`config.mk`:
```
export PLATFORM = sky130hd
export DESIGN_NAME = xfer_slot_sched
export DESIGN_NICKNAME = d
export VERILOG_FILES = /design/src/rtl/xfer_sched_pkg.sv /design/src/rtl/xfer_trig_queue.sv /design/src/rtl/xfer_node_picker.sv /design/src/rtl/xfer_slot_seq.sv /design/src/rtl/xfer_slot_sched.sv
export SDC_FILE = /design/constraint.sdc
export NUM_CORES = 1
export LEC_CHECK = 0
export ABC_AREA = 1
export BUFFER_PORTS_ARGS = -buffer_cell sky130_fd_sc_hd__buf_4
export CORE_MARGIN = 8
export CORE_UTILIZATION = 55
export CTS_BUF_LIST = sky130_fd_sc_hd__clkbuf_4
export DETAILED_ROUTE_END_ITERATION = 10
export GPL_TIMING_DRIVEN = 1
export PLACE_DENSITY_LB_ADDON = 0.2
export RECOVER_POWER = 100
export SYNTH_ARGS = -nofsm -noshare
export SYNTH_HDL_FRONTEND = slang
export SYNTH_SLANG_ARGS = --single-unit
```
`constraint.sdc`:
```
create_clock -name clk -period 4.15 [get_ports clk]
set_clock_uncertainty 0.15 [all_clocks]
set_input_delay 0.2075 -clock clk [delete_from_list [all_inputs] [get_ports clk]]
set_output_delay 0.2075 -clock clk [all_outputs]
set_load 0.05 [all_outputs]
```
`src/rtl/xfer_sched_pkg.sv`:
```
package xfer_sched_pkg;
   // Adds two indices that are each below m, and wraps the sum into [0, m).
   function automatic int wrap_add(input int a, input int b, input int m);
      int s;
      s = a + b;
      if (s >= m) s = s - m;
      return s;
   endfunction
endpackage

```
`src/rtl/xfer_trig_queue.sv`:
```
module xfer_trig_queue #(
   parameter int QDEPTH = 4,
   localparam int CNT_W = $clog2(QDEPTH + 1)
) (
   input  logic clk,
   input  logic rst_n,
   input  logic trig,
   input  logic block,
   input  logic take,
   output logic pend_nz,
   output logic ovf
);
   logic [CNT_W-1:0] cnt_q;
   logic full, accept;

   assign full   = (cnt_q == CNT_W'(QDEPTH));
   assign accept = trig && !block && !full;

   always_ff @(posedge clk) begin
      if (!rst_n) begin
         cnt_q <= '0;
         ovf   <= 1'b0;
      end else begin
         ovf <= trig && !block && full;
         if (accept && !take)      cnt_q <= cnt_q + 1'b1;
         else if (!accept && take) cnt_q <= cnt_q - 1'b1;
      end
   end

   assign pend_nz = (cnt_q != '0);
endmodule

```
`src/rtl/xfer_node_picker.sv`:
```
module xfer_node_picker
   import xfer_sched_pkg::*;
#(
   parameter int NODES  = 12,
   parameter int NODE_W = 4
) (
   input  logic [NODE_W-1:0] ptr,
   input  logic [NODES-1:0]  excl,
   output logic [NODE_W-1:0] pick,
   output logic              none
);
   int idx;

   // Scan downward so that the lowest offset from ptr wins.
   always_comb begin
      pick = '0;
      idx  = 0;
      for (int k = NODES - 1; k >= 0; k--) begin
         idx = wrap_add(int'(ptr), k, NODES);
         if (!excl[idx]) pick = NODE_W'(idx);
      end
   end

   assign none = &excl;
endmodule

```
`src/rtl/xfer_slot_seq.sv`:
```
module xfer_slot_seq #(
   parameter int ROWS = 3,
   localparam int SLOT_W = (ROWS > 1) ? $clog2(ROWS) : 1
) (
   input  logic              clk,
   input  logic              rst_n,
   input  logic              start,
   input  logic [ROWS-1:0]   done,
   output logic              active,
   output logic [SLOT_W-1:0] slot,
   output logic [ROWS-1:0]   got
);
   logic [ROWS-1:0] seen;

   assign seen = got | done;

   always_ff @(posedge clk) begin
      if (!rst_n) begin
         active <= 1'b0;
         slot   <= '0;
         got    <= '0;
      end else if (start) begin
         active <= 1'b1;
         slot   <= '0;
         got    <= '0;
      end else if (active) begin
         if (&seen) begin
            got <= '0;
            if (slot == SLOT_W'(ROWS - 1)) active <= 1'b0;
            else                           slot   <= slot + 1'b1;
         end else begin
            got <= seen;
         end
      end
   end
endmodule

```
`src/rtl/xfer_slot_sched.sv`:
```
module xfer_slot_sched
   import xfer_sched_pkg::*;
#(
   parameter int ROWS   = 3,
   parameter int COLS   = 4,
   parameter int QDEPTH = 4,
   localparam int NODES  = ROWS * COLS,
   localparam int NODE_W = $clog2(NODES),
   localparam int SLOT_W = (ROWS > 1) ? $clog2(ROWS) : 1
) (
   input  logic                     clk,
   input  logic                     rst_n,
   input  logic                     trig_i,
   input  logic [ROWS-1:0]          slot_done_i,
   input  logic [NODES-1:0]         excl_i,
   output logic [ROWS*NODE_W-1:0]   dst_id_o,
   output logic [ROWS-1:0]          send_en_o,
   output logic [NODE_W-1:0]        evt_node_o,
   output logic                     busy_o,
   output logic                     ovf_o
);
   if (ROWS < 2) begin : g_bad_rows
      $error("xfer_slot_sched: ROWS must be at least 2");
   end
   if (COLS < 1) begin : g_bad_cols
      $error("xfer_slot_sched: COLS must be at least 1");
   end
   if (QDEPTH < 1) begin : g_bad_depth
      $error("xfer_slot_sched: QDEPTH must be at least 1");
   end

   logic              pend_nz, none, start, evt_active;
   logic [NODE_W-1:0] ptr_q, node_q, pick;
   logic [SLOT_W-1:0] slot;
   logic [ROWS-1:0]   got;

   assign start = !evt_active && pend_nz && !none;

   xfer_trig_queue #(.QDEPTH(QDEPTH)) u_queue (
      .clk(clk), .rst_n(rst_n), .trig(trig_i), .block(none),
      .take(start), .pend_nz(pend_nz), .ovf(ovf_o));

   xfer_node_picker #(.NODES(NODES), .NODE_W(NODE_W)) u_pick (
      .ptr(ptr_q), .excl(excl_i), .pick(pick), .none(none));

   xfer_slot_seq #(.ROWS(ROWS)) u_seq (
      .clk(clk), .rst_n(rst_n), .start(start), .done(slot_done_i),
      .active(evt_active), .slot(slot), .got(got));

   always_ff @(posedge clk) begin
      if (!rst_n) begin
         ptr_q  <= '0;
         node_q <= '0;
      end else if (start) begin
         node_q <= pick;
         ptr_q  <= NODE_W'(wrap_add(int'(pick), 1, NODES));
      end
   end

   // Source i, slot s: row (i+s) mod ROWS of the event's column.
   for (genvar i = 0; i < ROWS; i++) begin : g_src
      int row;
      always_comb begin
         row = wrap_add(int'(slot), i, ROWS);
         dst_id_o[i*NODE_W +: NODE_W] = NODE_W'(row * COLS + int'(node_q) % COLS);
      end
      assign send_en_o[i] = evt_active && !got[i];
   end

   assign evt_node_o = node_q;
   assign busy_o     = evt_active || pend_nz || none;
endmodule

```
Word-level counts from Yosys, hierarchy flattened
Index checks and enable logic that the tools add are counted.
Word-level totals
  logic and storage cells: 173
  register bits: 18
  input bits: 18
Operators by class
  bitwise gates (word level): 3
  reductions and logical operators: 26
  $lt $le $gt $ge: 28
  eq/ne operators: 2
  add/sub/neg operators: 36
  muxes and demuxes: 71
Operator list (count)
  less-than comparator 32 x 6 -> 1 bit (second input constant): 12
  two-way mux 32 bit: 12
  >= comparator 32 x 5 -> 1 bit (second input constant): 11
  subtractor 32 x 5 -> 32 bit (second input constant): 11
  two-way mux 4 bit: 13
  binary-select mux 1 bit (select 4 bit): 12
  two-way mux 1 bit: 28
  adder 4 x 3 -> 5 bit (second input constant): 4
  adder 4 x 4 -> 5 bit (second input constant): 4
  adder 4 x 3 -> 4 bit: 3
  AND reduction 12 bit: 1
  adder 4 x 1 -> 5 bit (second input constant): 2
  adder 4 x 2 -> 5 bit (second input constant): 2
  logical AND 1 bit: 10
  two-way mux 3 bit: 3
  zero test 1 bit: 8
  >= comparator 3 x 2 -> 1 bit (second input constant): 2
  two-way mux 2 bit: 3
  subtractor 2 bit (second input constant): 3
  >= comparator 5 x 4 -> 1 bit (second input constant): 1
  AND reduction 5 bit: 1
  subtractor 4 x 4 -> 5 bit (second input constant): 1
  >= comparator 4 bit (second input constant): 1
  subtractor 4 bit (second input constant): 1
  other kinds (15): 17

Logic depth before layout (Yosys ltp)
Gate-level depths: netlist of run 1.
  word-level depth: 21
  mapped depth: 43
  mapped depth without buffers: 41

Cells and area by module
From an unflattened synthesis of run 1, not the netlist that was laid out.
Second synthesis, totals
  cell total of the unflattened synthesis: 548
  area total of the unflattened synthesis: 3083.0 um2
By module, submodules not included
  xfer_node_picker: area each 2019.4 um2, sequential area each 0.0 um2, cells an instance 397, instances 1
  xfer_slot_sched: area each 543.0 um2, sequential area each 160.2 um2, cells an instance 79, instances 1
  xfer_slot_seq: area each 296.5 um2, sequential area each 120.1 um2, cells an instance 41, instances 1
  xfer_trig_queue: area each 224.0 um2, sequential area each 80.1 um2, cells an instance 31, instances 1

Least setup slack after synthesis of run 1
Ideal clock, no wire load.
  path kind: reg2reg
  start: register ptr_q[1]
  end: register ptr_q[2]
  setup time: 113 ps
  data arrival time: 3800 ps
  setup slack: 87 ps
  stages on the path, launching flop included: 34
  required time: 3887 ps
  path through: dfxtp_1 -> clkinv_1 -> ha_1 -> inv_1 -> nand2_1 -> nand2_4 -> inv_1 -> ha_1 -> a21oi_2 -> xor2_1 -> inv_1 -> a21o_1 -> inv_1 -> nor2_1 -> nor2_2 -> inv_2 -> a21oi_1 -> nand2_1 -> nand2_1 -> nand2_1 -> nand2_1 -> nand2_1 -> nand2_1 -> inv_1 -> ha_1 -> nand3_1 -> nand2_2 -> ha_1 -> nand2_1 -> inv_1 -> a21oi_1 -> nand2_1 -> nand3_1 -> nand2_1
Between the ends
  longest elaborated chain between the ends: 21
  elaborated cells on any way between the ends: 99
  those cells by class: add/sub: 25; order compare: 13; mux: 61
Ends and longest elaborated chain
  start, declared: RTL line xfer_slot_sched.sv:33  | logic [NODE_W-1:0] ptr_q, node_q, pick;
  start signal, assigned: RTL line xfer_slot_sched.sv:56  | ptr_q <= NODE_W'(wrap_add(int'(pick), 1, NODES));
  adder 4 x 4 -> 5 bit: RTL line xfer_sched_pkg.sv:5  | s = a + b;
  subtractor 32 x 5 -> 32 bit or >= comparator 32 x 5 -> 1 bit (tied branches): RTL line xfer_sched_pkg.sv:6  | if (s >= m) s = s - m;
  two-way mux 32 bit: RTL line xfer_sched_pkg.sv:6
  binary-select mux 1 bit (select 4 bit): RTL line xfer_node_picker.sv:20  | if (!excl[idx]) pick = NODE_W'(idx);
  two-way mux 1 bit (implied by the code) (2 in a row): RTL line xfer_node_picker.sv:20
  two-way mux 4 bit (11 in a row): RTL line xfer_node_picker.sv:20
  two-way mux 4 bit (*): RTL line xfer_node_picker.sv:20
  named net pick[1]: RTL line xfer_slot_sched.sv:33
  adder 4 x 1 -> 5 bit (*): RTL line xfer_sched_pkg.sv:5
  subtractor 4 bit or >= comparator 5 x 4 -> 1 bit (tied branches): RTL line xfer_sched_pkg.sv:6
  two-way mux 4 bit (*): RTL line xfer_sched_pkg.sv:6
Mark *: on every way through the listed nets, which the timed path passes. The rest lies on a longest branch. The select of a mux whose other input is x is not followed.
A chain may end at the register's enable or synchronous reset.

Worst setup path in the final report of run 1
  start: register ptr_q[1]
  end: register ptr_q[2]
Between the ends
  longest elaborated chain between the ends: 21
  elaborated cells on any way between the ends: 99
  those cells by class: add/sub: 25; order compare: 13; mux: 61
Ends and longest elaborated chain (RTL line)
  adder 4 x 4 -> 5 bit: xfer_sched_pkg.sv:5
  subtractor 32 x 5 -> 32 bit or >= comparator 32 x 5 -> 1 bit (tied branches): xfer_sched_pkg.sv:6
  two-way mux 32 bit: xfer_sched_pkg.sv:6
  binary-select mux 1 bit (select 4 bit): xfer_node_picker.sv:20
  two-way mux 1 bit (implied by the code) (2 in a row): xfer_node_picker.sv:20
  two-way mux 4 bit (11 in a row): xfer_node_picker.sv:20
  two-way mux 4 bit (*): xfer_node_picker.sv:20
  adder 4 x 1 -> 5 bit (*): xfer_sched_pkg.sv:5
  subtractor 4 bit or >= comparator 5 x 4 -> 1 bit (tied branches): xfer_sched_pkg.sv:6
  two-way mux 4 bit (*): xfer_sched_pkg.sv:6
Every way passes the cells marked *; elsewhere a longest branch is shown, timed or not. The select of a mux whose other input is x is not followed.

==> impl_results.md, run 1 <==
* Antenna-violating nets left at 0
* GRT overflow at 0
* Busiest grt layer: met2
* CTS max path bufs at 2
* Die Height at 90.2 um
* Worst-path clk slew at 0.10 ns
* CTS tree: done
* Worst setup SP type: register
* Clk Latency, worst-skew pair at 0.29 ns
* GR met1 Demand/Resource at 0.251
* Starting Density at 0.560
* Critical path class: reg -> reg
* Top cell type's share of synthesized area at 0.241
* Worst path most repeated cell: nand2_1
* Max-cap viol count at 0
* Drc violations at 0
* Area growth syn-to-layout at 29.7%
* # rows at 27
* Hold Path Class: in -> reg
* CP arrival at 4.07 ns
* Post-Syn Area at 3030 um^2
* Routed length per instance at 13.6 um
* Final wirelength at 9470 um
* Worst-Margin Slew at 0.612 ns
* Largest area contributor in the netlist: nand2_1
* CP required at 4.20 ns
* Drt first-iter violations at 235
* Clock sinks at 18
* Root buf cell: clkbuf_4
* Fin crit share at 0.968
* DR vias at 3646
* Synth unique cells at 41
* H-Tree Depth at 1
* Avg Cell Area, Syn at 5.56 um^2
* Fmax at 249 MHz
* Largest net degree at the start of global routing at 17
* Antenna Cells at 0
* Synth Net Count at 591
* RD Place Congestion at 0.986
* Die W at 90.2 um
* Status: completed
* Share of layout cells above drive strength 1 at 0.270
* Area post-placement at 3500 um^2
* Sequential area share after synthesis at 0.119
* Core area at 5410 um^2
* First-pass GRT wire length at 14400 um
* Layout net count at 670
* FF+latch area at 370 um^2
* CP max stage delay at 0.37 ns
* RSZ-0062 raised after global routing: yes
* I/O Buffers at 38
* I/O pin count at 39
* Mapped Cells at 544
* Crit end category: register
* Vias in the first global route at 3228
* First drt pass iteration count at 5
* Post-synthesis register bit count at 18
* Design area at 3920 um^2
* Min Tclk post-route at 4.02 ns
* Slowest-stage cell, CP: dfxtp_2
* GR Layer Usage met3 at 0.0133
* Die area at 8130 um^2
* Slew margin rel. at 0.594
* CTS Buf Count at 3
* Vias per Instance at 5.25
* Fillers at 484
* Count of final setup violators at 0
* Crit-path leading delay family: simple AND/OR/NAND/NOR gates
* DP HPWL at 7100 um
* Initial antenna violation count at 0
* Final slew viol count at 0
* Ys Warns at 0
* Final hold vios at 0
* GRT met2 Usage at 0.367
* Crit path max fanout at 5
* Multi-input gate area at 2470 um^2
* Top cells by area, synth: nand2_1 24%, dfxtp_1 12%, ha_1 12%
* Tot GR Track Use at 0.207
* Buf/Inv on CP at 5
-- metal layers --
layer  wire [um]  vias up
met1        3970     1647
met2        4800      126
met4         284        0
met3         411       25
li1            -     1848
met5           0        -
-- worst reg2reg max path: cells and delay by family (launching register included) --
kind | cells | cell delay, ns
simple gates | 23 | 1.89
compound gates | 3 | 0.34
buf+inv | 5 | 0.45
fa+ha+maj | 4 | 0.71
flops | 1 | 0.37
-- worst paths after layout --
kind	cells after the start	from	slack, ns	endpoint
max reg2reg	35	ptr_q[1]	0.13	ptr_q[2]
min reg2reg	2	evt_node_o[3]	0.34	evt_node_o[3]
min	3	slot_done_i[0]	0.01	u_seq.got[0]
max	35	ptr_q[1]	0.13	ptr_q[2]
-- cell type report --
type / count / share of cell area
Tap cell: 72 / 0.0230
Timing Repair Buffer: 91 / 0.158
Clock buffer: 3 / 0.00574
Clock inverter: 1 / 0.000957
Multi-Input combinational cell: 420 / 0.630
Inverter: 89 / 0.0877
Sequential cell: 18 / 0.0944
-- cell families after synthesis --
family                   after synthesis  share of synthesized area
AND/OR/NAND/NOR                      302                      0.417
XOR/XNOR                              12                     0.0397
adder cells (fa/ha/maj)               29                      0.122
multiplexers                           2                    0.00662
flip-flops                            18                      0.119
buffers and inverters                106                      0.157
AO/OA/AOI/OAI                         75                      0.138
-- Yosys cell counts (all sizes together) --
master	number
nor3	5
nor2	42
o21ai	28
buf	16
xnor2	3
inv	88
nand4	1
nand3b	1
clkinv	1
xor2	9
nand2	207
a211oi	1
nor4	3
a21boi	1
o22a	1
mux2i	2
a21oi	37
ha	28
a22o	1
nand2b	1
o21bai	2
or2	1
fa	1
clkbuf	1
a21o	2
o211ai	2
dfxtp	18
nand3	41
-- stage by stage --
stage / hold slack (ns) / utilization / setup TNS, ns / instances / setup slack [ns]
after floorplan: 0.183 / - / 0 / 544 / 0.0869
after global placement: 0.301 / 0.648 / -0.0200 / 669 / -0.0200
after detailed placement: 0.305 / 0.648 / -0.0901 / 669 / -0.0901
after CTS: 0.00625 / 0.660 / 0 / 675 / 0.00907
after global routing: 0.0426 / 0.726 / -0.272 / 694 / -0.167
final: 0.0128 / 0.726 / 0 / 694 / 0.132
-- sequential cells by signal, indices dropped and copies added, names as in the netlist --
signal / cells
u_seq.got: 3
u_seq.active: 1
u_queue.cnt_q: 3
evt_node_o: 4
u_queue.ovf: 1
ptr_q: 4
u_seq.slot: 2
-- layout by cell type, fill, tap and decap left out, drive strengths merged, types with 3 or more instances in the layout --
cell type and instances:
a21oi 37, buf 67, clkbuf 25, dfxtp 18
ha 28, inv 89, nand2 207, nand3 41
nor2 42, nor3 5, nor4 3, o21ai 28
xnor2 3, xor2 9
-- repair_timing --
action	in CTS	in global routing
hold buffers	2	0
gates resized for setup	7	86
setup endpoints to repair	2	2
hold endpoints to repair	1	0
buffers inserted	0	19
pin swaps	1	30
Power of run 1 is not shown: default switching activity piles up to over one toggle a cycle in this logic, so the estimate is an artifact.
==> inputs of run 2 (changes only) <==
--- a/config.mk
+++ b/config.mk
@@ -7,8 +7,9 @@
 export LEC_CHECK = 0
 export ABC_AREA = 1
 export BUFFER_PORTS_ARGS = -buffer_cell sky130_fd_sc_hd__buf_4
+export CORE_ASPECT_RATIO = 1.75
 export CORE_MARGIN = 8
-export CORE_UTILIZATION = 55
+export CORE_UTILIZATION = 60
 export CTS_BUF_LIST = sky130_fd_sc_hd__clkbuf_4
 export DETAILED_ROUTE_END_ITERATION = 10
 export GPL_TIMING_DRIVEN = 1
==> constraint.sdc (replaced) <==
create_clock -name clk -period 5.2 [get_ports clk]
set_clock_uncertainty 0.15 [all_clocks]
set_input_delay 0.26 -clock clk [delete_from_list [all_inputs] [get_ports clk]]
set_output_delay 0.26 -clock clk [all_outputs]
set_load 0.05 [all_outputs]
==> run 2 against run 1 <==
Critical path depth down 3. Fmax down 13%. Register-to-register slack gained 0.47 ns. Largest cell class unchanged. Worst setup slack gained 0.47 ns. Non-clock buffer count shrank 50. Final area fell by 18%. Die area down 5.8%. Wire length fell by 11%. Worst hold slack better by 0.043 ns.
==> impl_results.md, run 2 (synthesis gave the netlist of run 1 again) <==
* Setup tns final at 0 ns
* Vias per Instance at 5.50
* Post-CTS setup buffer count at 0
* Most frequent cells in the layout: 196 x nand2_1, 82 x inv_1, 41 x nor2_1
* CTS tree: done
* Crit end category: register
* CP required at 5.26 ns
* Share of layout cells above drive strength 1 at 0.0822
* Routed length per instance at 13.5 um
* Final hold vios at 0
* Critical path class: reg -> reg
* Die area at 7660 um^2
* Core area at 4930 um^2
* Worst-Margin Slew at 0.621 ns
* Root buf cell: clkbuf_4
* Count of final setup violators at 0
* Antenna-violating nets left at 0
* Final slew viol count at 0
* Tot GR Track Use at 0.226
* Slew margin rel. at 0.586
* GRT overflow at 0
* Largest net degree at the start of global routing at 27
* I/O pin count at 39
* Fmax at 217 MHz
* Drc violations at 0
* Initial antenna violation count at 0
* Post-layout util at 0.648
* Worst setup SP type: register
* Layout net count at 620
* Min Hold Slack at 0.0556 ns
* Clk Latency, worst-skew pair at 0.30 ns
* Status: completed
* DP HPWL at 7150 um
* Commonest non-fill, non-tap cell in the layout: nand2_1
* Hold Path Class: in -> reg
* Area growth syn-to-layout at 5.75%
* Final wirelength at 8460 um
* Crit path max fanout at 11
* CTS Hold Bufs at 0
* Min Tclk post-route at 4.60 ns
* I/O Buffers at 38
* Max-cap viol count at 0
* CTS resizes at 0
* Worst-path clk slew at 0.10 ns
* RSZ-0062 raised after global routing: no
* CTS Buf Count at 3
* Drt first-iter violations at 191
* RD Place Congestion at 1.05
* Slowest-stage cell, CP: dfxtp_1
* First-pass GRT wire length at 14500 um
* Die Height at 110 um
* # rows at 34
* CTS max path bufs at 2
* Worst path most repeated cell: nand2_1
* H-Tree Depth at 1
* Vias in the first global route at 3370
* Starting Density at 0.613
* Fin crit share at 0.885
* First drt pass iteration count at 5
* DR vias at 3440
* CP max stage delay at 0.66 ns
* Clock sinks at 18
* Fillers at 506
* CP arrival at 4.66 ns
* Die W at 69.7 um
* Antenna Cells at 0
==> run 2: changes by cell type in the layout (fill, tap and decap cells not counted), moves of 7 or more <==
cell	change
inv_2	-7
ha_1	+11
inv_1	+9
nor2_1	+7
buf_4	-45
nand2_2	-23
nand2_1	+26
==> run 2: layout make-up <==
| cell class | count | area (um^2) | share of cell area |
|---|---|---|---|
| Clock inverter | 1 | 3.75 | 0.00117 |
| Inverter | 89 | 337 | 0.105 |
| Tap cell | 54 | 67.6 | 0.0211 |
| Clock buffer | 3 | 22.5 | 0.00704 |
| Multi-Input combinational cell | 420 | 2180 | 0.681 |
| Sequential cell | 18 | 360 | 0.113 |
| Timing Repair Buffer | 41 | 229 | 0.0716 |
==> run 2: final timing paths <==
kind,start,endpoint,slack (ns),cells after the start
worst max-delay path,ptr_q[2],ptr_q[2],0.60,32
worst min-delay path,rst_n,u_queue.ovf,0.06,3
worst max register to register,ptr_q[2],ptr_q[2],0.60,32
worst min register to register,evt_node_o[3],evt_node_o[3],0.33,2
==> run 2: per-layer routing <==
| layer | GRT usage | part of all wire |
|---|---|---|
| met5 | 0 | 0 |
| met2 | 0.441 | 0.52 |
| met4 | 0.188 | 0.078 |
| met1 | 0.203 | 0.36 |
| met3 | 0.0271 | 0.042 |
==> run 2: per-stage QoR <==
stage	cells	setup WS [ns]	instance area (um^2)
finish	626	0.599	3200
global route	626	0.113	3200
CTS	626	0.722	3290
detailed placement	622	0.740	3260
global placement	622	0.889	3260
floorplan	544	1.14	3030
==> run 2: critical path: cells and delay by family (launching register included) <==
kind	cells	cell delay [ns]
xor gates and xnor gates	1	0.20
and+or+nand+nor	17	1.20
buffers and inverters	5	0.50
DFF	1	0.66
AOI/OAI and AO/OA	5	0.89
adders and majority gates	4	0.90
Power of run 2 is left out for the same reason.
